File: src/rtl/l1act_pkg.sv
package l1act_pkg;

   localparam int CODE_W = 4;

   typedef enum logic [3:0] {
      ST_RESET   = 4'd0,
      ST_F3_DOWN = 4'd1,
      ST_F3_UP   = 4'd2,
      ST_F3_PEND = 4'd3,
      ST_F4      = 4'd4,
      ST_F5      = 4'd5,
      ST_F6      = 4'd6,
      ST_F7      = 4'd7,
      ST_F8      = 4'd8
   } l1_state_e;

   // line indication codes; numeric values are decoded by the transceiver
   typedef enum logic [3:0] {
      IND_DEACT      = 4'b0000,
      IND_RESET      = 4'b0001,
      IND_TEST       = 4'b0010,
      IND_SLIP       = 4'b0011,
      IND_RESYNC     = 4'b0100,
      IND_DEACT_F6   = 4'b0101,
      IND_ERROR      = 4'b0110,
      IND_POWER_UP   = 4'b0111,
      IND_ACT_REQ    = 4'b1000,
      IND_SPARE9     = 4'b1001,
      IND_ACT_LOOP   = 4'b1010,
      IND_CODE_VIOL  = 4'b1011,
      IND_ACT8       = 4'b1100,
      IND_ACT10      = 4'b1101,
      IND_ACT_LOOPED = 4'b1110,
      IND_DEACT_CONF = 4'b1111
   } ind_code_e;

   localparam logic [CODE_W-1:0] CMD_TIMING   = 4'b0000;
   localparam logic [CODE_W-1:0] CMD_RESET    = 4'b0001;
   localparam logic [CODE_W-1:0] CMD_ACT8     = 4'b1000;
   localparam logic [CODE_W-1:0] CMD_ACT10    = 4'b1001;
   localparam logic [CODE_W-1:0] CMD_ACT_LOOP = 4'b1010;
   localparam logic [CODE_W-1:0] CMD_DEACT    = 4'b1111;

   typedef enum logic [2:0] {
      EV_NONE,
      EV_LINE,
      EV_EXPIRE,
      EV_ACTREQ,
      EV_DEACTREQ
   } ev_kind_e;

   typedef struct packed {
      l1_state_e         nxt;
      logic              cmd_en;
      logic [CODE_W-1:0] cmd;
      logic              act;
      logic              deact;
      logic              t_start;
      logic              t_stop;
   } step_t;

endpackage

File: src/rtl/l1act_timer.sv
module l1act_timer #(
   parameter int TICKS = 4000
) (
   input  logic clk,
   input  logic rst_n,
   input  logic start,
   input  logic stop,
   output logic expire,
   output logic running
);

   localparam int CW = $clog2(TICKS + 1);

   logic [CW-1:0] cnt_q;

   initial begin
      a_cfg_ticks : assert (TICKS >= 2)
         else $error("l1act_timer: TICKS must be at least 2");
   end

   always_ff @(posedge clk or negedge rst_n) begin
      if (!rst_n) begin
         cnt_q <= '0;
      end else if (stop) begin
         cnt_q <= '0;
      end else if (start) begin
         cnt_q <= CW'(TICKS);
      end else if (cnt_q != '0) begin
         cnt_q <= cnt_q - 1'b1;
      end
   end

   assign expire  = (cnt_q == CW'(1));
   assign running = (cnt_q != '0);

   // one start yields a single expiry cycle
   p_single_expiry_r6 : assert property (@(posedge clk) disable iff (!rst_n)
      expire |=> !expire);

   // a stop leaves the timer idle
   p_stop_idles_r4 : assert property (@(posedge clk) disable iff (!rst_n)
      stop |=> !running);

endmodule

File: src/rtl/l1act_step.sv
module l1act_step
   import l1act_pkg::*;
(
   input  l1_state_e         st,
   input  ev_kind_e          kind,
   input  logic [CODE_W-1:0] code,
   output step_t             res
);

   always_comb begin
      res     = '0;
      res.nxt = st;
      unique case (kind)
         EV_LINE: begin
            unique case (ind_code_e'(code))
               IND_RESET, IND_ERROR: begin
                  res.nxt    = ST_RESET;
                  res.cmd_en = 1'b1;
                  res.cmd    = CMD_DEACT;
                  res.deact  = (st == ST_F7);
               end
               IND_ACT8: begin
                  if (st != ST_F7 && st != ST_F3_UP) begin
                     res.nxt    = ST_F7;
                     res.cmd_en = 1'b1;
                     res.cmd    = CMD_ACT8;
                     res.act    = 1'b1;
                     res.t_stop = 1'b1;
                  end
               end
               IND_DEACT_CONF: begin
                  if (st inside {ST_RESET, ST_F3_PEND, ST_F4, ST_F5, ST_F6, ST_F8})
                     res.nxt = ST_F3_DOWN;
               end
               IND_ACT_REQ: begin
                  if (st inside {ST_RESET, ST_F3_DOWN, ST_F3_PEND, ST_F5, ST_F8}) begin
                     res.nxt = ST_F6;
                  end else if (st == ST_F7) begin
                     res.nxt   = ST_F6;
                     res.deact = 1'b1;
                  end
               end
               IND_RESYNC: begin
                  if (st inside {ST_F3_DOWN, ST_F3_PEND, ST_F4}) begin
                     res.nxt = ST_F5;
                  end else if (st == ST_F6) begin
                     res.nxt = ST_F8;
                  end else if (st == ST_F7) begin
                     res.nxt   = ST_F8;
                     res.deact = 1'b1;
                  end
               end
               IND_POWER_UP: begin
                  if (st == ST_F3_DOWN)
                     res.nxt = ST_F4;
               end
               IND_DEACT: begin
                  if (st inside {ST_F5, ST_F7, ST_F8}) begin
                     res.nxt    = ST_F3_PEND;
                     res.cmd_en = 1'b1;
                     res.cmd    = CMD_DEACT;
                     res.deact  = (st == ST_F7);
                  end
               end
               IND_DEACT_F6: begin
                  if (st == ST_F6) begin
                     res.nxt    = ST_F3_PEND;
                     res.cmd_en = 1'b1;
                     res.cmd    = CMD_DEACT;
                  end
               end
               default: ;
            endcase
         end
         EV_EXPIRE: begin
            if (st inside {ST_F3_DOWN, ST_F4, ST_F5, ST_F6, ST_F8}) begin
               res.cmd_en = 1'b1;
               res.cmd    = CMD_DEACT;
               res.deact  = 1'b1;
            end
         end
         EV_ACTREQ: begin
            if (st == ST_F3_DOWN) begin
               res.cmd_en  = 1'b1;
               res.cmd     = CMD_ACT8;
               res.t_start = 1'b1;
            end
         end
         default: ;
      endcase
   end

endmodule

File: src/rtl/l1act_cmdpack.sv
module l1act_cmdpack
   import l1act_pkg::*;
#(
   parameter int LAYOUT = 0
) (
   input  logic [CODE_W-1:0] code,
   output logic [7:0]        byte_o
);

   initial begin
      a_cfg_layout : assert (LAYOUT == 0 || LAYOUT == 1)
         else $error("l1act_cmdpack: LAYOUT must be 0 or 1");
   end

   generate
      if (LAYOUT == 0) begin : g_low_field
         assign byte_o = {2'b00, code, 2'b11};
      end else begin : g_high_field
         assign byte_o = {code, 4'b1110};
      end
   endgenerate

endmodule

File: src/rtl/l1act_ctrl.sv
module l1act_ctrl
   import l1act_pkg::*;
#(
   parameter int TIMER_CYCLES = 4000,
   parameter int CMD_LAYOUT   = 0
) (
   input  logic              clk,
   input  logic              rst_n,
   input  logic              ind_valid,
   input  logic [CODE_W-1:0] ind_code,
   input  logic              act_req,
   input  logic              deact_req,
   output logic              cmd_valid,
   output logic [7:0]        cmd_byte,
   output logic              act_ind,
   output logic              deact_ind,
   output logic              link_active,
   output logic [3:0]        l1_state
);

   l1_state_e         state_q;
   logic              cmd_valid_q;
   logic [CODE_W-1:0] cmd_code_q;
   logic              act_q;
   logic              deact_q;
   ev_kind_e          kind;
   step_t             step;
   logic              tmr_expire;
   logic              tmr_running;

   initial begin
      a_cfg_top : assert (TIMER_CYCLES >= 2 && (CMD_LAYOUT == 0 || CMD_LAYOUT == 1))
         else $error("l1act_ctrl: bad parameter set");
   end

   // one event per cycle, fixed priority
   always_comb begin
      if (ind_valid)       kind = EV_LINE;
      else if (tmr_expire) kind = EV_EXPIRE;
      else if (act_req)    kind = EV_ACTREQ;
      else if (deact_req)  kind = EV_DEACTREQ;
      else                 kind = EV_NONE;
   end

   l1act_step u_step (
      .st   (state_q),
      .kind (kind),
      .code (ind_code),
      .res  (step)
   );

   l1act_timer #(.TICKS(TIMER_CYCLES)) u_timer (
      .clk     (clk),
      .rst_n   (rst_n),
      .start   (step.t_start),
      .stop    (step.t_stop),
      .expire  (tmr_expire),
      .running (tmr_running)
   );

   always_ff @(posedge clk or negedge rst_n) begin
      if (!rst_n) begin
         state_q     <= ST_RESET;
         cmd_valid_q <= 1'b0;
         cmd_code_q  <= CMD_TIMING;
         act_q       <= 1'b0;
         deact_q     <= 1'b0;
      end else begin
         state_q     <= step.nxt;
         cmd_valid_q <= step.cmd_en;
         if (step.cmd_en)
            cmd_code_q <= step.cmd;
         act_q       <= step.act;
         deact_q     <= step.deact;
      end
   end

   l1act_cmdpack #(.LAYOUT(CMD_LAYOUT)) u_pack (
      .code   (cmd_code_q),
      .byte_o (cmd_byte)
   );

   assign cmd_valid   = cmd_valid_q;
   assign act_ind     = act_q;
   assign deact_ind   = deact_q;
   assign link_active = (state_q == ST_F7);
   assign l1_state    = state_q;

   // activation pulse comes with the active state and the activate command
   p_act_enters_f7_r4 : assert property (@(posedge clk) disable iff (!rst_n)
      act_ind |-> (link_active && cmd_valid && cmd_code_q == CMD_ACT8));

   // the supervision timer never runs while active
   p_timer_idle_active_r4 : assert property (@(posedge clk) disable iff (!rst_n)
      link_active |-> !tmr_running);

   // every exit from F7 is reported upward
   p_leave_f7_reported_r10 : assert property (@(posedge clk) disable iff (!rst_n)
      $fell(link_active) |-> deact_ind);

   // the two upward pulses never coincide
   p_ind_exclusive_r14 : assert property (@(posedge clk) disable iff (!rst_n)
      !(act_ind && deact_ind));

   // the test-mode code is ignored in every state
   p_test_code_ignored_r11 : assert property (@(posedge clk) disable iff (!rst_n)
      (ind_valid && ind_code == IND_TEST) |=> ($stable(state_q) && !cmd_valid && !act_ind && !deact_ind));

   // without a strobe, expiry or activate request nothing moves
   p_quiet_stays_r2 : assert property (@(posedge clk) disable iff (!rst_n)
      (!ind_valid && !tmr_expire && !act_req) |=> ($stable(state_q) && !cmd_valid));

endmodule

File: config.mk
export PLATFORM = sky130hd
export DESIGN_NAME = l1act_ctrl
export DESIGN_NICKNAME = d
export VERILOG_FILES = /design/src/rtl/l1act_pkg.sv /design/src/rtl/l1act_timer.sv /design/src/rtl/l1act_step.sv /design/src/rtl/l1act_cmdpack.sv /design/src/rtl/l1act_ctrl.sv
export SDC_FILE = /design/constraint.sdc
export NUM_CORES = 1
export LEC_CHECK = 0
export BUFFER_PORTS_ARGS = -buffer_cell sky130_fd_sc_hd__buf_4
export CORE_ASPECT_RATIO = 0.7
export CORE_MARGIN = 5
export CORE_UTILIZATION = 58
export CTS_CLUSTER_SIZE = 14
export DETAILED_ROUTE_END_ITERATION = 10
export HOLD_SLACK_MARGIN = 0.06
export PLACE_DENSITY = 0.8
export SLEW_MARGIN = 10
export SYNTH_ARGS = -nofsm -noshare
export SYNTH_HDL_FRONTEND = slang
export SYNTH_HIERARCHICAL = 1
export SYNTH_SLANG_ARGS = --single-unit
File: constraint.sdc
create_clock -name clk -period 3.8 [get_ports clk]
set_input_delay 0.38 -clock clk [delete_from_list [all_inputs] [get_ports clk]]
set_output_delay 0.38 -clock clk [all_outputs]
set_load 0.02 [all_outputs]
# Word-level counts from Yosys, hierarchy flattened
# Index checks and enable logic that the tools add are counted.
dict set report classes {
  add_sub_neg 1
  eq_ne 28
  n_reduce_logical 13
  n_mux 37
}
# operator count
set op_table {}
lappend op_table {{12-bit 2-to-1 mux} 3}
lappend op_table {{4-bit by 3-bit equality test with 1-bit output (second input constant)} 8}
lappend op_table {{4-bit one-hot mux with 8 select lines} 1}
lappend op_table {{4-bit 2-to-1 mux} 7}
lappend op_table {{5-bit one-hot mux with 4 select lines} 1}
lappend op_table {{9-bit 2-to-1 mux} 2}
lappend op_table {{4-bit equality test (second input constant)} 4}
lappend op_table {{5-bit one-hot mux with 3 select lines} 1}
lappend op_table {{1-bit 2-to-1 mux} 13}
lappend op_table {{12-bit by 1-bit equality test with 1-bit output (second input constant)} 1}
lappend op_table {{3-bit 2-to-1 mux} 4}
lappend op_table {{12-bit nonzero test} 1}
lappend op_table {{12-bit by 1-bit subtractor with 12-bit output (second input constant)} 1}
lappend op_table {{10-bit 2-to-1 mux} 1}
lappend op_table {{5-bit 2-to-1 mux} 2}
lappend op_table {{2-bit by 1-bit != test with 1-bit output (second input constant)} 5}
lappend op_table {{5-bit nonzero test} 2}
lappend op_table {{9-bit AND reduction} 1}
lappend op_table {{3-bit nonzero test} 3}
lappend op_table {{4-bit by 1-bit equality test with 1-bit output (second input constant)} 2}
lappend op_table {{4-bit zero test} 2}
lappend op_table {{4-bit by 2-bit != test with 1-bit output (second input constant)} 2}
lappend op_table {{8-bit nonzero test} 1}
lappend op_table {{3-bit by 2-bit equality test with 1-bit output (second input constant)} 2}
lappend op_table {{other kinds (9)} 9}
dict set report word_totals {
  inputBits 9
  reg_bits 23
  elab_cells 85
  output_inout_bits 16
}

# Longest topological paths before layout
# Gate-level depths: netlist of the first run.
dict set report logic_depth {
  depth_word 8
  ltp_mapped 12
  mapped_depth_nobuf 11
}

# Cells and area by module
# Netlist of the first run, hierarchy kept.
# mod instances cells_each area_per_inst_um2 seq_area_each_um2
set by_module_without_submodules {}
lappend by_module_without_submodules {l1act_step 1 129 800.8 0.0}
lappend by_module_without_submodules {l1act_timer 1 70 685.7 300.3}
lappend by_module_without_submodules {l1act_ctrl 1 21 357.8 275.3}
lappend by_module_without_submodules {l1act_cmdpack 1 10 67.6 0.0}

# Least setup slack after synthesis of the first run
# Ideal clock, no wire load.
dict set report synth_timing {
  path_kind {flip-flop to flip-flop}
  from {reg u_timer.cnt_q[7]}
  to {reg cmd_code_q[0]}
  stages_incl_launch_ff 13
  t_arrival_ps 2754
  required_time_ps 3675
  period_less_slack_ps 2879
  n_path_buf 1
  setup_time_ps 125
  setup_slack_ps 921
  path_cell_list {dfrtp_1 > nor4_4 > and3_1 > and2_1 > inv_1 > a21o_1 > nor3b_2 > nand2_1 > a211oi_2 > or3_1 > or3_1 > buf_4 > mux2_2}
}
# item line
set synth_lines {}
lappend synth_lines {{start: declaration} l1act_timer.sv:14} ;# logic [CW-1:0] cnt_q;
lappend synth_lines {{start signal: assignment} l1act_timer.sv:27} ;# cnt_q <= CW'(TICKS);
lappend synth_lines {{start signal: assignment} l1act_timer.sv:29} ;# cnt_q <= cnt_q - 1'b1;
lappend synth_lines {{end signal: assignment} l1act_ctrl.sv:72} ;# cmd_code_q <= step.cmd;
lappend synth_lines {{end: declaration} l1act_ctrl.sv:23} ;# logic [CODE_W-1:0] cmd_code_q;

==> impl_metrics.yaml, run 1 <==
pwr:
  p_per_area_nw_per_um2: 600
  p_leak_nw: 0.854
  ir_drop_uv: 375
synth:
  ys_top_cells_by_area: "dfrtp_1 (30%), a21oi_1 (5.0%), buf_4 (4.7%)"
  synth-edff-count: 0
  syn-instance-count: 230
  synth_area_leader_cell: "dfrtp_1"
  synth_ff_type: "dfrtp_1"
  synth_top_area_share_pct: 30.1
  syn_area_sq_um: 1910
  synth.avg_cell_area_sq_um: 8.31
  async_flop_share_pct: 100
  yosysUniqueCellTypes: 61
  synth_seq_cells: 23
  yosysWarningCount: 6
  synth-seq-area-share_pct: 30.1
cells_and_area:
  diodes: 0
  design_area_sq_um: 2020
  mostFrequentLayoutCells: "dfrtp_1 (23), buf_4 (20), nor2_1 (19), a21oi_1 (19), nand2_1 (15)"
  fin_cells: 271
  fillers: 294
  nets: 246
  final_common_cell: "dfrtp_1"
  area_delta_synth_final_pct: 5.76
  drive_above_1_share_pct: 16.7
  final_core_util_pct: 63.8
critical_path:
  worstRegToRegCells: 10
  path_class: "reg -> reg"
  startpoint: "u_timer/cnt_q[8]"
  cp-start-kind: "flop"
  crit_path_end_kind: "flop"
  cp.required_ps: 3940
  worstReg2RegEnd: "cmd_code_q[0]"
  r2r-start: "u_timer/cnt_q[8]"
  crit_arrival_ps: 3270
  timing.reg2reg.setup_slack_ps: 680
  cp_max_fo: 6
worst_hold_path:
  min_from: "ind_code[2]"
  hold_class: "in -> reg"
  hold_path_depth: 3
  whs_endpoint: "act_ind"
cts:
  cts_resized: 0
  cts_tree: "built"
  cts_buffers: 3
  clock_latency_ps: 250
  htreeDepth: 1
  cts-hold-fix-buffers: 1
  clk_pin_slew_ps: 70
  clock_sinks: 23
  root_buffer: "clkbuf_8"
  post-cts-setup-buffers: 0
  cts.path.max_buffers: 2
route:
  firstDrtPassIters: 5
  drt.antenna.violating_nets: 0
  drtIter0Drc: 236
  via_count: 1746
  wire_per_inst_um: 16.3
  drt_wl_total_um: 4410
  vias_per_cell: 6.44
  drc: 0
timing:
  setup_violations: 0
  slew_headroom_pct: 47.5
  finalSetupTns_ps: 0
  max_freq_ghz: 0.320
  drv_slew: 0
  finalHoldViolations: 0
  tightest_slew_ps: 777
  skew_ps: 1.79
  holdWs_ps: 484
  finalCritPeriodShare_pct: 82.1
  min_period_ps: 3120
  rsz0062_at_grt: "no"
floorplanning:
  die_x_um: 78.6
  core-area_sq_um: 3170
  row_count: 17
  die-area_sq_um: 4560
  dieHeight_um: 58.0
  io_pins: 25
  start_util_pct: 60.3
grt:
  grt_max_degree: 26
  track_usage_pct: 19.4
  antenna_found_initial: 0
  overflow: 0
  grt_pass1_wl_um: 7090
  grt_pass1_vias: 1452
job:
  cap_violations: 0
place:
  dp_hpwl_um: 3160
  place_inst: 266
  port_buffers: 20
  place.gp.congestion: 0.880
  placedInstanceArea_sq_um: 1970
outcome:
  status: "finished, final reports clean"
-- state kept, by name (all words and copies together) (netlist names) --
name	flops
u_timer/cnt_q	12
cmd_code_q	4
l1_state	4
act_ind	1
cmd_valid	1
deact_ind	1
-- through the flow --
| step | setup slack [ps] | power [mW] |
|---|---|---|
| after floorplan | 921 | 0.925 |
| after CTS | 706 | 1.21 |
| after global placement | 852 | 1.05 |
| after detailed placement | 750 | 1.06 |
| final | 679 | 1.21 |
| after global routing | 399 | 1.30 |
-- worst max path at each step --
stage                     to  cells after the start
6_report       cmd_code_q[0]                     10
5_1_grt        cmd_code_q[1]                      9
4_1_cts        cmd_code_q[0]                      9
3_5_place_dp   cmd_code_q[0]                     11
3_3_place_gp   cmd_code_q[1]                     11
2_1_floorplan  cmd_code_q[0]                     12
-- synthesized netlist by cell type, types with 3 or more instances --
master / number
mux2_2: 4
nand3_1: 5
nand2_1: 15
or2_2: 3
nand2b_1: 5
nor3_1: 6
a21oi_1: 19
nor4b_1: 4
buf_2: 6
inv_1: 12
ha_1: 3
nor3b_1: 4
o21ai_0: 12
a211oi_1: 5
xor2_1: 9
buf_4: 12
clkbuf_1: 3
nand4b_1: 3
dfrtp_1: 23
or3_1: 4
nor2b_1: 5
nor2_1: 19
-- power by group --
group	total, mW	switching (mW)	leakage [nW]	internal [mW]
logic	0.563	0.301	0.544	0.262
clock network	0.143	0.0681	0.0228	0.0745
registers	0.507	0.168	0.287	0.340
total	1.21	0.537	0.854	0.676
-- logic make-up after synthesis --
| logic type | synth area share (%) |
|---|---|
| fa+ha+maj | 1.96 |
| compound gates | 20.5 |
| mux | 3.40 |
| other cells | 0.393 |
| simple gates | 28.9 |
| flops | 30.1 |
| xor+xnor | 4.58 |
| buf+inv | 10.2 |
-- metal layers --
layer  up-vias  global-route usage (%)  routed length, um
met2       105                    27.2               1790
met3         8                    5.28                511
met1       817                    29.8               2050
met5         -                       0                  0
met4         0                    3.24                 60
li1        816                       -                  -
-- critical path: stages (launching register included) --
cell	delay [ps]
dfrtp_1	410
nor3_1	390
and3_1	250
and2_1	200
nor2_1	50
nor2_1	210
nand2b_1	130
a2111oi_0	520
or3_1	260
or3_1	230
mux2_2	360
-- final cells by class --
cell class / instances / area (sq um) / share of cell area, %
flip-flops and latches: 23 / 576 / 28.5
clock buffers: 4 / 45.0 / 2.23
repair buffers: 21 / 160 / 7.92
well taps: 38 / 47.5 / 2.35
multi-input cells: 173 / 1150 / 56.8
inverters: 12 / 45.0 / 2.23
Note: power is estimated with default switching activity, not from simulation.
==> run 2, diff against run 1 <==
- ABC_AREA: unset -> 1
- clock period: 3.8 -> 3 ns (I/O delays scaled with it)
==> impl_metrics.yaml, run 2 <==
place:
  port_buffers: 20
  place.gp.congestion: 0.998
  dp_hpwl_um: 3450
synth:
  synth_ff_type: "dfrtp_1"
  synth_fa_ha_area_share_pct: 2.00
  synth_seq_cells: 23
  synthSimpleGateAreaFrac_pct: 42.6
  yosysWarningCount: 6
  synthXorXnorAreaFrac_pct: 0.466
  async_flop_share_pct: 100
  ys_top_cells_by_area: "dfrtp_1 (31%), nand2_1 (14%), nor2_1 (12%)"
  synth-compound-area-share_pct: 9.78
  synth-seq-area-share_pct: 30.6
  yosysMostFrequentCell: "nand2_1"
  synth-edff-count: 0
  synth_top_area_share_pct: 30.6
  synth_area_leader_cell: "dfrtp_1"
  muxShareOfSynthArea_pct: 0
  synthTopCellsByCount: "nand2_1 (71), nor2_1 (58), inv_1 (39), dfrtp_1 (23), nand3_1 (19)"
  yosysUniqueCellTypes: 30
  synth_top_family_by_area: "simple AND/OR/NAND/NOR gates"
  synth.avg_cell_area_sq_um: 6.37
  syn-instance-count: 295
  syn_area_sq_um: 1880
route:
  firstDrtPassIters: 5
  drt.antenna.violating_nets: 0
  wl_met1_um: 2180
  via_count: 1813
  wl_met2_um: 1730
  drtIter0Drc: 168
  vias_per_cell: 5.22
  drt_wl_total_um: 4410
  highest-signal-layer: "met4"
  drc: 0
  wire_per_inst_um: 12.7
  wl_met3_um: 494
timing:
  finalSetupTns_ps: 0
  max_freq_ghz: 0.428
  rsz0062_at_grt: "no"
  skew_ps: 1.61
  setup_violations: 0
  holdWs_ps: 477
  min_period_ps: 2340
  finalCritPeriodShare_pct: 77.8
  finalHoldViolations: 0
  drv_slew: 0
cells_and_area:
  drive_above_1_share_pct: 14.6
  diodes: 0
  largest_reg_flops: 12
  nets: 322
  area_delta_synth_final_pct: 8.45
  fillers: 309
  final_common_cell: "nand2_1"
  mostFrequentLayoutCells: "nand2_1 (71), nor2_1 (58), inv_1 (39)"
  largest-register: "u_timer/cnt_q"
grt:
  grt_pass1_vias: 1646
  grt_pass1_wl_um: 7630
  track_usage_pct: 21.0
  grt_max_degree: 24
  overflow: 0
  antenna_found_initial: 0
cts:
  cts.path.max_buffers: 2
  root_buffer: "clkbuf_8"
  cts_buffers: 3
  cts_tree: "built"
  clock_sinks: 23
  clk_pin_slew_ps: 80
  clock_latency_ps: 260
  cts_resized: 0
  htreeDepth: 1
  post-cts-setup-buffers: 0
critical_path:
  path_class: "reg -> reg"
  worstPathCellList: "nor2_1 -> nand2_2 -> inv_1 -> and3_2 -> o21ai_0 -> nand3_1 -> nor2_1 -> nor2_1 -> nand3_1 -> o21ai_0"
  critical-path-max-stage-delay_ps: 430
  cp-start-kind: "flop"
  cp.required_ps: 3130
  cp_max_fo: 10
  critPathTopFamily: "simple AND/OR/NAND/NOR gates"
  cp_slowest_cell: "dfrtp_1"
  crit_top_cell: "nor2_1"
  crit_arrival_ps: 2460
  crit_buf_inv: 1
  crit_path_end_kind: "flop"
pwr:
  clockPowerShare_pct: 12.8
  p_leak_nw: 1.14
  switching_power_mw: 0.708
  intPower_mw: 0.785
  pwr-share-comb_pct: 50.1
  p_per_area_nw_per_um2: 732
  power.total_mw: 1.49
  p_sw_share_pct: 47.4
  p_seq_share_pct: 37.1
  ir_drop_uv: 442
floorplanning:
  die_x_um: 78.1
  row_count: 17
  start_util_pct: 60.1
  core-area_sq_um: 3130
  io_pins: 25
  dieHeight_um: 57.6
  die-area_sq_um: 4500
job:
  cap_violations: 0
worst_hold_path:
  hold_class: "in -> async"
outcome:
  status: "finished, final reports clean"
[run 2: changes by cell type after synthesis, moves of 6 or more]
cell and change:
nand2_1 +56, nor2_1 +39, a21oi_1 -12, inv_1 +27, xor2_1 -9, nand3_1 +14
buf_2 -6
[run 2: path summary, 6_finish.rpt]
check	end	slack, ps	from	cells past startpoint
setup reg to reg	cmd_code_q[1]	660	u_timer/cnt_q[4]	10
min in group clk	l1_state[2]	490	ind_code[3]	4
max in group asynchronous	act_ind	2300	rst_n	2
hold / removal	u_timer/cnt_q[10]	480	rst_n	2
hold reg to reg	cmd_code_q[2]	530	cmd_code_q[2]	2
setup / recovery	cmd_code_q[1]	660	u_timer/cnt_q[4]	10
[run 2: area by class of cell]
| type | count | area (sq um) | share of cell area [%] |
|---|---|---|---|
| Multi-Input combinational cell | 217 | 1050 | 51.3 |
| Sequential cell | 23 | 576 | 28.2 |
| Inverter | 44 | 165 | 8.10 |
| Timing Repair Buffer | 21 | 160 | 7.85 |
| Tap cell | 38 | 47.5 | 2.33 |
| Clock buffer | 4 | 45.0 | 2.21 |
[run 2: power by group through the flow]
stage	registers (mW)	logic (mW)	clock network, mW
after global routing	0.570	0.858	0.218
after detailed placement	0.552	0.738	0
final	0.554	0.747	0.191
after global placement	0.551	0.723	0
after floorplan	0.536	0.587	0
after CTS	0.550	0.743	0.197
[run 2: kinds of logic (layout without fill, tap and decap cells)]
kind of cell,Yosys count,count (layout)
and+or+nand+nor,178,178
buffers and inverters,57,69
other,2,4
DFF,23,23
adders and majority gates,3,3
xor gates and xnor gates,1,1
AOI/OAI and AO/OA,31,31
[run 2: stage by stage]
stage                     utilization [%]  instance area (sq um)  setup WS, ps  std cells
final                                65.2                   2040           665        347
after global routing                 65.2                   2040           390        347
after CTS                            65.2                   2040           643        347
after detailed placement             63.5                   1980           664        342
after global placement               63.5                   1980           768        342
after floorplan                         -                   1890           994        297
[run 2: what timing repair did]
action | CTS | global route
endpoints found under the setup margin | 0 | 0
endpoints found under the hold margin | 23 | 0
hold buffers | 1 | 0
[run 2: layer usage]
metal	up-vias	global-route usage, %
met4	0	3.37
met3	4	7.45
li1	928	-
met2	86	28.1
met5	-	0
met1	795	32.8
[run 2: worst reg2reg max path, delay by kind of cell (launching register included)]
family                 cells  cell delay [ps]
AOI/OAI and AO/OA          2              460
buffers and inverters      1               60
DFF                        1              430
and+or+nand+nor            7             1240
==> run 3, diff against run 2 <==
- ABC_AREA: 1 -> 0
- CORE_UTILIZATION: 58 -> 52
- PLACE_DENSITY: 0.8 -> 0.76
- clock period: 3 -> 2.05 ns (I/O delays scaled with it)
==> impl_metrics.yaml, run 3 (same netlist as run 1, synthesis figures left out) <==
outcome:
  status: "finished, violations left"
  violations: "setup timing"
grt:
  antenna_found_initial: 0
  grt_pass1_vias: 1979
  grt_pass1_wl_um: 9800
  grt_max_degree: 24
  overflow: 0
  track_usage_pct: 26.3
route:
  firstDrtPassIters: 4
  wire_per_inst_um: 18.3
  drtIter0Drc: 208
  drc: 0
  via_count: 2098
  vias_per_cell: 6.12
  drt_wl_total_um: 6290
  drt.antenna.violating_nets: 0
timing:
  slew_headroom_pct: 62.7
  setup_violations: 23
  finalHoldViolations: 0
  finalSetupTns_ps: -10490
  drv_slew: 0
  min_period_ps: 2770
  rsz0062_at_grt: "yes"
  holdWs_ps: 360
  setup_slack_ps: -725
  max_freq_ghz: 0.360
  tightest_slew_ps: 546
  skew_ps: 9.52
  finalCritPeriodShare_pct: 135
floorplanning:
  core-area_sq_um: 3540
  row_count: 18
  start_util_pct: 54.1
  die_x_um: 82.5
  io_pins: 25
  die-area_sq_um: 5010
  dieHeight_um: 60.7
place:
  dp_hpwl_um: 4170
  port_buffers: 20
  place_worst_setup_slack_ps: -691
  place.gp.congestion: 0.949
  placedInstanceArea_sq_um: 2420
pwr:
  p_seq_share_pct: 26.4
  p_sw_share_pct: 43.0
  ir_drop_uv: 641
  clockPowerShare_pct: 9.8
  switching_power_mw: 1.27
  p_leak_nw: 1.20
  intPower_mw: 1.69
  pwr-share-comb_pct: 63.8
  p_per_area_nw_per_um2: 1100
job:
  cap_violations: 0
cts:
  clock_sinks: 23
  root_buffer: "clkbuf_8"
  cts.path.max_buffers: 2
  clk_pin_slew_ps: 90
  clock_latency_ps: 270
  cts_tree: "built"
  cts_buffers: 3
  htreeDepth: 1
cells_and_area:
  nets: 306
  mostFrequentLayoutCells: "buf_4 (75), dfrtp_1 (23), nor2_1 (16)"
  design_area_sq_um: 2700
  area_delta_synth_final_pct: 41.2
  largest_reg_flops: 12
  drive_above_1_share_pct: 45.1
  largest-register: "u_timer/cnt_q"
  fillers: 214
  final_common_cell: "buf_4"
  diodes: 0
  final_core_util_pct: 76.3
critical_path:
  path_class: "reg -> reg"
  cp_max_fo: 6
  crit_path_end_kind: "flop"
  crit_arrival_ps: 2940
  cp.required_ps: 2210
  cp-start-kind: "flop"
worst_hold_path:
  hold_class: "in -> async"
run 3: changes by cell type in the layout (fill, tap and decap cells not counted), moves of 5 or more:
| cell | delta |
|---|---|
| nand2b_1 | +5 |
| buf_6 | +5 |
| buf_4 | +55 |
| a21oi_2 | +10 |
| nor2b_1 | +5 |
| nor2_1 | -42 |
| inv_1 | -29 |
| nand3_1 | -14 |
| xor2_1 | +9 |
| nand2_1 | -59 |
run 3: power by group through the flow:
stage / clock network, mW / registers (mW) / logic (mW)
floorplan: 0 / 0.843 / 0.904
global placement: 0 / 0.760 / 1.63
detailed placement: 0 / 0.775 / 1.67
CTS: 0.294 / 0.771 / 1.76
global route: 0.314 / 0.799 / 2.02
finish: 0.290 / 0.782 / 1.89
run 3: routing by layer:
layer	global-route usage (%)	wire [um]	vias up
met5	0	0	-
met4	8.53	234	0
met3	8.46	728	32
met2	40.4	2680	145
met1	35.3	2650	984
li1	-	-	937
run 3: path summary, 6_finish.rpt:
check	slack (ps)	end	cells past startpoint	start
max	-720	cmd_code_q[2]	11	u_timer/cnt_q[4]
min	360	cmd_code_q[1]	2	rst_n
max reg2reg	-720	cmd_code_q[2]	11	u_timer/cnt_q[4]
min reg2reg	520	cmd_code_q[0]	1	cmd_code_q[0]
max in group asynchronous	1440	u_timer/cnt_q[1]	2	rst_n
min in group clk	410	l1_state[1]	4	ind_code[0]
run 3: critical path: stages (launching register included):
cell	delay [ps]
dfrtp_1	420
nor4_4	290
and3_1	200
and2_4	180
nor2_2	60
nor2_4	140
nand2b_1	100
a2111oi_0	450
buf_4	220
or3_4	120
or3_4	150
mux2_2	340
run 3: final cells by class:
cell class              count  area [sq um]  share of cell area, %
flip-flops and latches     23           576                   21.3
inverters                  12          45.0                   1.67
clock inverters             1          5.00                  0.185
clock buffers               3          41.3                   1.53
well taps                  50          62.6                   2.32
repair buffers             81           629                   23.3
multi-input cells         173          1340                   49.7
run 3: timing repair:
item | CTS | global route
pin swaps | 8 | 10
hold buffers | 1 | 0
setup buffers | 6 | 7
endpoints found under the hold margin | 23 | 0
endpoints found under the setup margin | 23 | 23
gates resized for setup | 22 | 18
run 3: stage by stage:
step	power (mW)	std cells
2_1_floorplan	1.75	232
3_3_place_gp	2.39	330
3_5_place_dp	2.44	330
4_1_cts	2.82	340
5_1_grt	3.13	343
6_report	2.96	343
